`config.mk`:
```
export PLATFORM = sky130hd
export DESIGN_NAME = sep_host
export DESIGN_NICKNAME = d
export VERILOG_FILES = /design/src/rtl/sep_pkg.sv /design/src/rtl/sep_frame.sv /design/src/rtl/sep_bitclk.sv /design/src/rtl/sep_csgap.sv /design/src/rtl/sep_host.sv
export SDC_FILE = /design/constraint.sdc
export NUM_CORES = 1
export LEC_CHECK = 0
export BUFFER_PORTS_ARGS = -buffer_cell sky130_fd_sc_hd__buf_2
export CORE_ASPECT_RATIO = 0.75
export CORE_MARGIN = 2
export CORE_UTILIZATION = 50
export CTS_BUF_LIST = sky130_fd_sc_hd__clkbuf_4 sky130_fd_sc_hd__clkbuf_8
export CTS_CLUSTER_DIAMETER = 40
export DETAILED_ROUTE_END_ITERATION = 16
export PLACE_DENSITY = 0.66
export RECOVER_POWER = 100
export SLEW_MARGIN = 25
export SYNTH_ARGS = -nofsm -noshare
export SYNTH_HDL_FRONTEND = slang
export SYNTH_SLANG_ARGS = --single-unit
```
`constraint.sdc`:
```
create_clock -name clk -period 4.1 [get_ports clk]
set_clock_uncertainty 0.2 [all_clocks]
set_input_delay 0.41 -clock clk [delete_from_list [all_inputs] [get_ports clk]]
set_output_delay 0.41 -clock clk [all_outputs]
set_load 0.02 [all_outputs]
```
`src/rtl/sep_pkg.sv`:
```
`timescale 1ns/1ps
// Shared types for the three-wire serial EEPROM host controller.
package sep_pkg;
    // User command codes carried on req_op.
    typedef enum logic [2:0] {
        OP_READ  = 3'd0,
        OP_WRITE = 3'd1,
        OP_ERASE = 3'd2,
        OP_WREN  = 3'd3,
        OP_WRDIS = 3'd4,
        OP_ERALL = 3'd5,
        OP_WRALL = 3'd6
    } op_e;

    // Sequencer states.
    typedef enum logic [2:0] {
        ST_IDLE,
        ST_GAP,
        ST_SHIFT,
        ST_PGAP,
        ST_POLL,
        ST_DONE
    } state_e;
endpackage

```
`src/rtl/sep_frame.sv`:
```
`timescale 1ns/1ps
// sep_frame: builds the serial instruction frame for a command code.
// Output is left-aligned: start bit, opcode, field, then the data word.
// Assumes the caller latches the frame when the request is taken.
module sep_frame #(
    parameter int ADDR_W = 4,
    parameter int DATA_W = 16,
    localparam int FIELD_W = ADDR_W + 2,
    localparam int HDR_W   = 3 + FIELD_W,
    localparam int FRAME_W = HDR_W + DATA_W,
    localparam int EC_W    = $clog2(FRAME_W + 1)
) (
    input  logic [2:0]         op_i,
    input  logic [ADDR_W-1:0]  addr_i,
    input  logic [DATA_W-1:0]  wdata_i,
    output logic [FRAME_W-1:0] frame_o,
    output logic [EC_W-1:0]    edges_o,
    output logic               read_o,
    output logic               prog_o
);
    import sep_pkg::*;

    localparam logic [EC_W-1:0] LONG_N  = EC_W'(FRAME_W);
    localparam logic [EC_W-1:0] SHORT_N = EC_W'(HDR_W);

    logic [1:0]         opc;
    logic [FIELD_W-1:0] field;
    logic [DATA_W-1:0]  payload;
    logic               long_f;

    // Decode the command code into opcode, field and frame kind.
    always_comb begin
        opc     = 2'b00;
        field   = '0;
        payload = '0;
        long_f  = 1'b0;
        read_o  = 1'b0;
        prog_o  = 1'b0;
        case (op_i)
            OP_READ: begin
                opc = 2'b10; field = {2'b00, addr_i}; long_f = 1'b1; read_o = 1'b1;
            end
            OP_WRITE: begin
                opc = 2'b01; field = {2'b00, addr_i}; long_f = 1'b1; prog_o = 1'b1;
                payload = wdata_i;
            end
            OP_ERASE: begin
                opc = 2'b11; field = {2'b00, addr_i}; prog_o = 1'b1;
            end
            OP_WREN: begin
                field = {2'b11, {ADDR_W{1'b0}}};
            end
            OP_ERALL: begin
                field = {2'b10, {ADDR_W{1'b0}}}; prog_o = 1'b1;
            end
            OP_WRALL: begin
                field = {2'b01, {ADDR_W{1'b0}}}; long_f = 1'b1; prog_o = 1'b1;
                payload = wdata_i;
            end
            default: begin
                field = {2'b00, {ADDR_W{1'b0}}};
            end
        endcase
    end

    // Assemble the frame and its rising-edge count.
    always_comb begin
        frame_o = {1'b1, opc, field, payload};
        edges_o = long_f ? LONG_N : SHORT_N;
    end
endmodule

```
`src/rtl/sep_bitclk.sv`:
```
`timescale 1ns/1ps
// sep_bitclk: serial clock generator with separate low and high lengths.
// While run_i is low the clock is held low and the phase count cleared.
// rise_o/fall_o mark the system cycle at whose end the clock changes.
module sep_bitclk #(
    parameter int LO_DIV = 2,
    parameter int HI_DIV = 2,
    localparam int PH_MAX = (LO_DIV > HI_DIV) ? LO_DIV : HI_DIV,
    localparam int PH_W   = (PH_MAX > 1) ? $clog2(PH_MAX) : 1
) (
    input  logic clk,
    input  logic rst_n,
    input  logic run_i,
    output logic sk_o,
    output logic rise_o,
    output logic fall_o
);
    logic [PH_W-1:0] ph;

    // End-of-phase strobes.
    always_comb begin
        rise_o = run_i && !sk_o && (ph == PH_W'(LO_DIV - 1));
        fall_o = run_i &&  sk_o && (ph == PH_W'(HI_DIV - 1));
    end

    // Phase counter and clock level.
    always_ff @(posedge clk) begin
        if (!rst_n) begin
            ph   <= '0;
            sk_o <= 1'b0;
        end else if (!run_i) begin
            ph   <= '0;
            sk_o <= 1'b0;
        end else if (rise_o) begin
            ph   <= '0;
            sk_o <= 1'b1;
        end else if (fall_o) begin
            ph   <= '0;
            sk_o <= 1'b0;
        end else begin
            ph   <= ph + 1'b1;
        end
    end

    // Low and high phases have the programmed lengths.
    AST_PHASE_RANGE: assert property (@(posedge clk) disable iff (!rst_n)
        run_i |-> (sk_o ? (ph < PH_W'(HI_DIV)) : (ph < PH_W'(LO_DIV))));
endmodule

```
`src/rtl/sep_csgap.sv`:
```
`timescale 1ns/1ps
// sep_csgap: counts system clocks with select low, saturating at GAP.
// ok_o says the minimum select-low time has elapsed. The count starts
// at zero after reset, so the first select rise also waits.
module sep_csgap #(
    parameter int GAP = 4,
    localparam int G_W = $clog2(GAP + 1)
) (
    input  logic clk,
    input  logic rst_n,
    input  logic cs_i,
    output logic ok_o
);
    logic [G_W-1:0] cnt;

    // Low-time counter.
    always_ff @(posedge clk) begin
        if (!rst_n)                  cnt <= '0;
        else if (cs_i)               cnt <= '0;
        else if (cnt != G_W'(GAP))   cnt <= cnt + 1'b1;
    end

    // Gap reached.
    always_comb ok_o = (cnt == G_W'(GAP));

    // The count cannot pass its limit.
    AST_GAP_SAT: assert property (@(posedge clk) disable iff (!rst_n)
        (ok_o && !cs_i) |=> ok_o);
endmodule

```
`src/rtl/sep_host.sv`:
```
`timescale 1ns/1ps
// sep_host: three-wire serial EEPROM host controller.
// Runs one instruction per request: select gap, frame shift, optional
// ready poll, then a done pulse. Assumes ee_do is synchronous to clk.
module sep_host #(
    parameter int ADDR_W     = 4,
    parameter int DATA_W     = 16,
    parameter int CLK_LO     = 2,
    parameter int CLK_HI     = 2,
    parameter int CS_GAP     = 4,
    parameter int POLL_LIMIT = 1000
) (
    input  logic              clk,
    input  logic              rst_n,
    input  logic              req_valid,
    input  logic [2:0]        req_op,
    input  logic [ADDR_W-1:0] req_addr,
    input  logic [DATA_W-1:0] req_wdata,
    output logic              busy,
    output logic              done,
    output logic              err,
    output logic [DATA_W-1:0] rdata,
    output logic              ee_cs,
    output logic              ee_sk,
    output logic              ee_di,
    input  logic              ee_do
);
    import sep_pkg::*;

    localparam int FIELD_W = ADDR_W + 2;
    localparam int HDR_W   = 3 + FIELD_W;
    localparam int FRAME_W = HDR_W + DATA_W;
    localparam int EC_W    = $clog2(FRAME_W + 1);
    localparam int PC_W    = $clog2(POLL_LIMIT + 1);

    state_e             state;
    logic               cs_q;
    logic [FRAME_W-1:0] tx;
    logic [DATA_W-1:0]  rx;
    logic [DATA_W-1:0]  rdata_q;
    logic [EC_W-1:0]    edge_cnt;
    logic [EC_W-1:0]    n_edges;
    logic               is_read;
    logic               is_prog;
    logic [PC_W-1:0]    poll_cnt;
    logic               err_q;

    logic [FRAME_W-1:0] f_frame;
    logic [EC_W-1:0]    f_edges;
    logic               f_read;
    logic               f_prog;
    logic               gap_ok;
    logic               sk_rise;
    logic               sk_fall;
    logic               run;

    sep_frame #(.ADDR_W(ADDR_W), .DATA_W(DATA_W)) u_frame (
        .op_i    (req_op),
        .addr_i  (req_addr),
        .wdata_i (req_wdata),
        .frame_o (f_frame),
        .edges_o (f_edges),
        .read_o  (f_read),
        .prog_o  (f_prog)
    );

    sep_bitclk #(.LO_DIV(CLK_LO), .HI_DIV(CLK_HI)) u_bitclk (
        .clk    (clk),
        .rst_n  (rst_n),
        .run_i  (run),
        .sk_o   (ee_sk),
        .rise_o (sk_rise),
        .fall_o (sk_fall)
    );

    sep_csgap #(.GAP(CS_GAP)) u_csgap (
        .clk   (clk),
        .rst_n (rst_n),
        .cs_i  (cs_q),
        .ok_o  (gap_ok)
    );

    // Output and control decode from the state.
    always_comb begin
        run   = (state == ST_SHIFT);
        busy  = (state != ST_IDLE);
        done  = (state == ST_DONE);
        err   = err_q;
        rdata = rdata_q;
        ee_cs = cs_q;
        ee_di = (state == ST_SHIFT) ? tx[FRAME_W-1] : 1'b0;
    end

    // Main sequencer: gap, shift, program poll, completion.
    always_ff @(posedge clk) begin
        if (!rst_n) begin
            state    <= ST_IDLE;
            cs_q     <= 1'b0;
            tx       <= '0;
            rx       <= '0;
            rdata_q  <= '0;
            edge_cnt <= '0;
            n_edges  <= '0;
            is_read  <= 1'b0;
            is_prog  <= 1'b0;
            poll_cnt <= '0;
            err_q    <= 1'b0;
        end else begin
            case (state)
                ST_IDLE: begin
                    if (req_valid) begin
                        tx      <= f_frame;
                        n_edges <= f_edges;
                        is_read <= f_read;
                        is_prog <= f_prog;
                        err_q   <= 1'b0;
                        state   <= ST_GAP;
                    end
                end
                ST_GAP: begin
                    if (gap_ok) begin
                        cs_q     <= 1'b1;
                        edge_cnt <= '0;
                        state    <= ST_SHIFT;
                    end
                end
                ST_SHIFT: begin
                    if (sk_rise) edge_cnt <= edge_cnt + 1'b1;
                    if (sk_fall) begin
                        tx <= {tx[FRAME_W-2:0], 1'b0};
                        if (is_read && (edge_cnt > EC_W'(HDR_W)))
                            rx <= {rx[DATA_W-2:0], ee_do};
                        if (edge_cnt == n_edges) begin
                            cs_q <= 1'b0;
                            if (is_read) rdata_q <= {rx[DATA_W-2:0], ee_do};
                            state <= is_prog ? ST_PGAP : ST_DONE;
                        end
                    end
                end
                ST_PGAP: begin
                    if (gap_ok) begin
                        cs_q     <= 1'b1;
                        poll_cnt <= '0;
                        state    <= ST_POLL;
                    end
                end
                ST_POLL: begin
                    if ((poll_cnt != '0) && ee_do) begin
                        cs_q  <= 1'b0;
                        state <= ST_DONE;
                    end else if (poll_cnt == PC_W'(POLL_LIMIT)) begin
                        cs_q  <= 1'b0;
                        err_q <= 1'b1;
                        state <= ST_DONE;
                    end else begin
                        poll_cnt <= poll_cnt + 1'b1;
                    end
                end
                ST_DONE: state <= ST_IDLE;
                default: state <= ST_IDLE;
            endcase
        end
    end

    AST_DI_HOLD: assert property (@(posedge clk) disable iff (!rst_n)
        (ee_sk && $past(ee_sk)) |-> $stable(ee_di));
    AST_EDGE_BOUND: assert property (@(posedge clk) disable iff (!rst_n)
        (state == ST_SHIFT) |-> (edge_cnt <= n_edges));
    AST_GAP_BEFORE_RISE: assert property (@(posedge clk) disable iff (!rst_n)
        $rose(ee_cs) |-> $past(gap_ok));
    AST_DONE_AT_CS_FALL: assert property (@(posedge clk) disable iff (!rst_n)
        done |-> $fell(ee_cs));
    AST_SK_IDLE_LOW: assert property (@(posedge clk) disable iff (!rst_n)
        !ee_cs |-> !ee_sk);
    AST_BUSY_ON_ACCEPT: assert property (@(posedge clk) disable iff (!rst_n)
        (req_valid && !busy) |=> busy);
    AST_DONE_SINGLE: assert property (@(posedge clk) disable iff (!rst_n)
        done |=> (!done && !busy));
    AST_ERR_WITH_DONE: assert property (@(posedge clk) disable iff (!rst_n)
        $rose(err) |-> done);
endmodule

```
==> summary.txt <==
Logic synthesis
  • Mapped Cells: 414
  • Syn Nets: 447
  • Top FF cell, synth: dfxtp_1
  • Unique masters post-synth: 58
  • FFs w/ async S/R, synth: 0%
  • Mapped Area: 3960 um^2
  • Post-synth top cells: dfxtp_1, nor2b_1, nand2_1, mux2i_1, o211a_1
  • Yosys warns: 0
  • Post-synth EDFFs: 0
  • Most common cell in the netlist: dfxtp_1
  • Synth area leader: dfxtp_1
  • Area contributors post-synth: dfxtp_1, mux2i_1, o211a_1
  • Post-synthesis sequential area ratio: 43.0%
  • Area share of the largest cell type after synthesis: 43.0%
  • Number of synthesized register bits: 85
  • Syn Area/Cell: 9.56 um^2

Power and ir drop
  • Clock power frac: 41.4%
  • Total power: 1740 uW
  • Seq pwr share: 50.6%
  • Maximum VDD drop: 0.193 mV
  • Power Density: 393 nW/um^2
  • P_int: 1330 uW
  • Leakage Power: 0.00177 uW
  • Sw Share: 23.8%
  • NetSw: 414 uW
  • Logic pwr share: 8.0%

Route
  • DRT iter0 DRCs: 138
  • Vias: 3,076
  • Routed wire length: 7.75 mm
  • DRT Pass-1 Iters: 5
  • Routed len/inst: 13.8 um
  • Via density: 5.48
  • Post-route DRC violation count: 0
  • Post-route ant nets: 0

Floorplan
  • Initial Util: 50.9%
  • Total core area: 7780 um^2
  • Die W: 107 um
  • Ports: 49
  • Site Rows: 28
  • Die Area: 8650 um^2
  • Chip Height: 81.1 um

Placement
  • GP Congestion: 0.779
  • Final HPWL DP: 5.06 mm
  • PortBufs: 48
  • Placed cell area: 4240 um^2

Timing
  • Final hold violation count: 0
  • Final Max Tran Viols: 40
  • # setup viols final: 0
  • Max-slew headroom: -10.3%
  • Tmin final: 3.36 ns
  • Setup TNS: 0 ns
  • Worst slew pin tran: 1.65 ns
  • Fmax achieved: 298 MHz
  • RSZ-0062 raised after global routing: false
  • Final clock period utilization by the worst path: 81.9%

Worst hold path
  • Worst Hold End: rdata[0]
  • Worst hold-check path type: in -> reg
  • Hold path start: ee_do
  • WHS Path Cells: 3

Setup path
  • Crit. Startpoint: state[1]
  • Crit path kind: reg -> out
  • Worst path arrival time: 2.75 ns
  • RR Endpoint: tx[15]
  • RR Startpoint: state[1]
  • Crit. End Element: output pin
  • Crit start category: flop
  • Crit path max fanout: 20
  • Flop-to-flop setup slack: 1.08 ns
  • Reg2Reg Depth: 7
  • Crit path required time: 3.49 ns

Global route
  • First-pass GRT wire length: 13.0 mm
  • Largest net degree at the start of global routing: 40
  • All-layer global routing usage: 18.6%
  • Vias in the first global route: 2,767
  • Antenna violations before repair: 0
  • Grt ovf: 0

CTS
  • Post_cts resized: 0
  • Num Clock Sinks: 85
  • Hold_buf cts: 0
  • Cts bufs inserted: 9
  • Worst skew pair latency: 0.35 ns
  • CTS max path bufs: 2
  • CTS tree: built
  • Root buffer cell: clkbuf_8
  • Clock-pin slew on the worst setup and hold paths: 0.08 ns
  • H-tree Lvls: 3
  • Post-CTS Setup Inserts: 0

Layout
  • N_diodes: 0
  • Final nets: 484
  • Syn-to-layout area delta: 11.9%
  • Fill cell count: 760
  • Final instance area: 4430 um^2
  • Share of layout cells above drive strength 1: 11.8%

Run status
  • Status: finished, violations left
  • Failing checks: capacitance limit, slew limit

Flow run
  • Max_cap viols: 1
-- power by group through the flow --
stage / sequential, uW / clock, uW / combinational, uW
2_1_floorplan: 892 / 0 / 111
5_1_grt: 886 / 771 / 157
3_5_place_dp: 900 / 0 / 141
3_3_place_gp: 899 / 0 / 136
4_1_cts: 881 / 743 / 141
6_report: 881 / 721 / 139
-- metrics by stage --
step	instances	util [%]	hold WS (ns)	worst slack [ns]
4_1_cts	561	57.6	0.147	1.17
6_report	561	56.9	0.170	0.740
3_5_place_dp	545	54.5	0.280	1.28
3_3_place_gp	545	54.5	0.263	1.35
5_1_grt	561	56.9	0.149	0.556
2_1_floorplan	414	-	0.244	2.05
-- cells in the final DEF, fill, tap and decap left out, types with 2 or more instances in the layout --
cell type | Yosys | layout
or3b_1 | 4 | 4
xor2_1 | 2 | 2
and3_1 | 3 | 3
nand2_1 | 34 | 34
dfxtp_1 | 85 | 85
a22oi_1 | 20 | 21
inv_1 | 10 | 10
nor3_1 | 6 | 6
nand3_1 | 13 | 13
and2_1 | 9 | 9
o311ai_1 | 2 | 2
xnor2_1 | 11 | 11
a21oi_1 | 10 | 10
o21a_1 | 3 | 3
o211a_1 | 25 | 25
o211ai_1 | 2 | 2
nand4_1 | 6 | 6
buf_4 | 2 | 2
mux2i_1 | 33 | 33
o21ai_0 | 5 | 5
a221oi_1 | 6 | 6
clkbuf_8 | 0 | 9
clkbuf_1 | 16 | 24
or2_2 | 2 | 2
buf_2 | 6 | 26
a21o_1 | 2 | 2
bufinv_16 | 0 | 3
o21ai_1 | 4 | 4
nor2_1 | 21 | 21
o31a_1 | 2 | 2
ha_1 | 6 | 6
inv_6 | 0 | 2
nor2b_1 | 35 | 35
nor4_1 | 2 | 2
-- logic make-up after synthesis --
| kind of cell | count (synthesis) | synth area share (%) |
|---|---|---|
| and+or+nand+nor | 148 | 20.9 |
| AOI/OAI and AO/OA | 93 | 19.0 |
| DFF | 85 | 43.0 |
| buffers and inverters | 36 | 4.02 |
| muxes | 33 | 8.35 |
| xor gates and xnor gates | 13 | 2.88 |
| adders and majority gates | 6 | 1.90 |
-- layout make-up --
class                   instances  area [um^2]  area share, %
well taps                     105          131           2.97
clock inverters                 7          120           2.71
inverters                      10         37.5          0.847
repair buffers                 52          235           5.31
flip-flops and latches         85         1700           38.4
multi-input cells             293         2080           46.9
clock buffers                   9          124           2.80
-- worst max-delay path, cell delays in order, from the launching register on --
cell      delay, ns
dfxtp_1        0.65
nor3b_4        0.62
clkbuf_1       0.73
and2_1         0.23
buf_2          0.16
-- sequential cells by signal, indices dropped and copies added, names as in the netlist --
signal,cells
state,3
is_read,1
err,1
poll_cnt,10
u_bitclk.ph,1
ee_cs,1
rx,15
rdata,16
n_edges,2
is_prog,1
u_csgap.cnt,3
tx,25
edge_cnt,5
u_bitclk.sk_o,1
-- layer usage --
layer | track usage, % | vias to the layer above | part of all wire [%]
met3 | 4.49 | 11 | 4.8
met1 | 24.6 | 1423 | 52
met2 | 30.2 | 79 | 42
met4 | 6.36 | 0 | 1.0
met5 | 0 | - | 0
li1 | - | 1563 | -
-- how the worst max path moves through the flow --
| stage | depth (start not counted) | endpoint |
|---|---|---|
| 2_1_floorplan | 7 | tx[10] |
| 3_3_place_gp | 5 | tx[21] |
| 3_5_place_dp | 5 | tx[21] |
| 4_1_cts | 4 | ee_di |
| 5_1_grt | 4 | ee_di |
| 6_report | 4 | ee_di |
(Power assumes the default switching activity.)
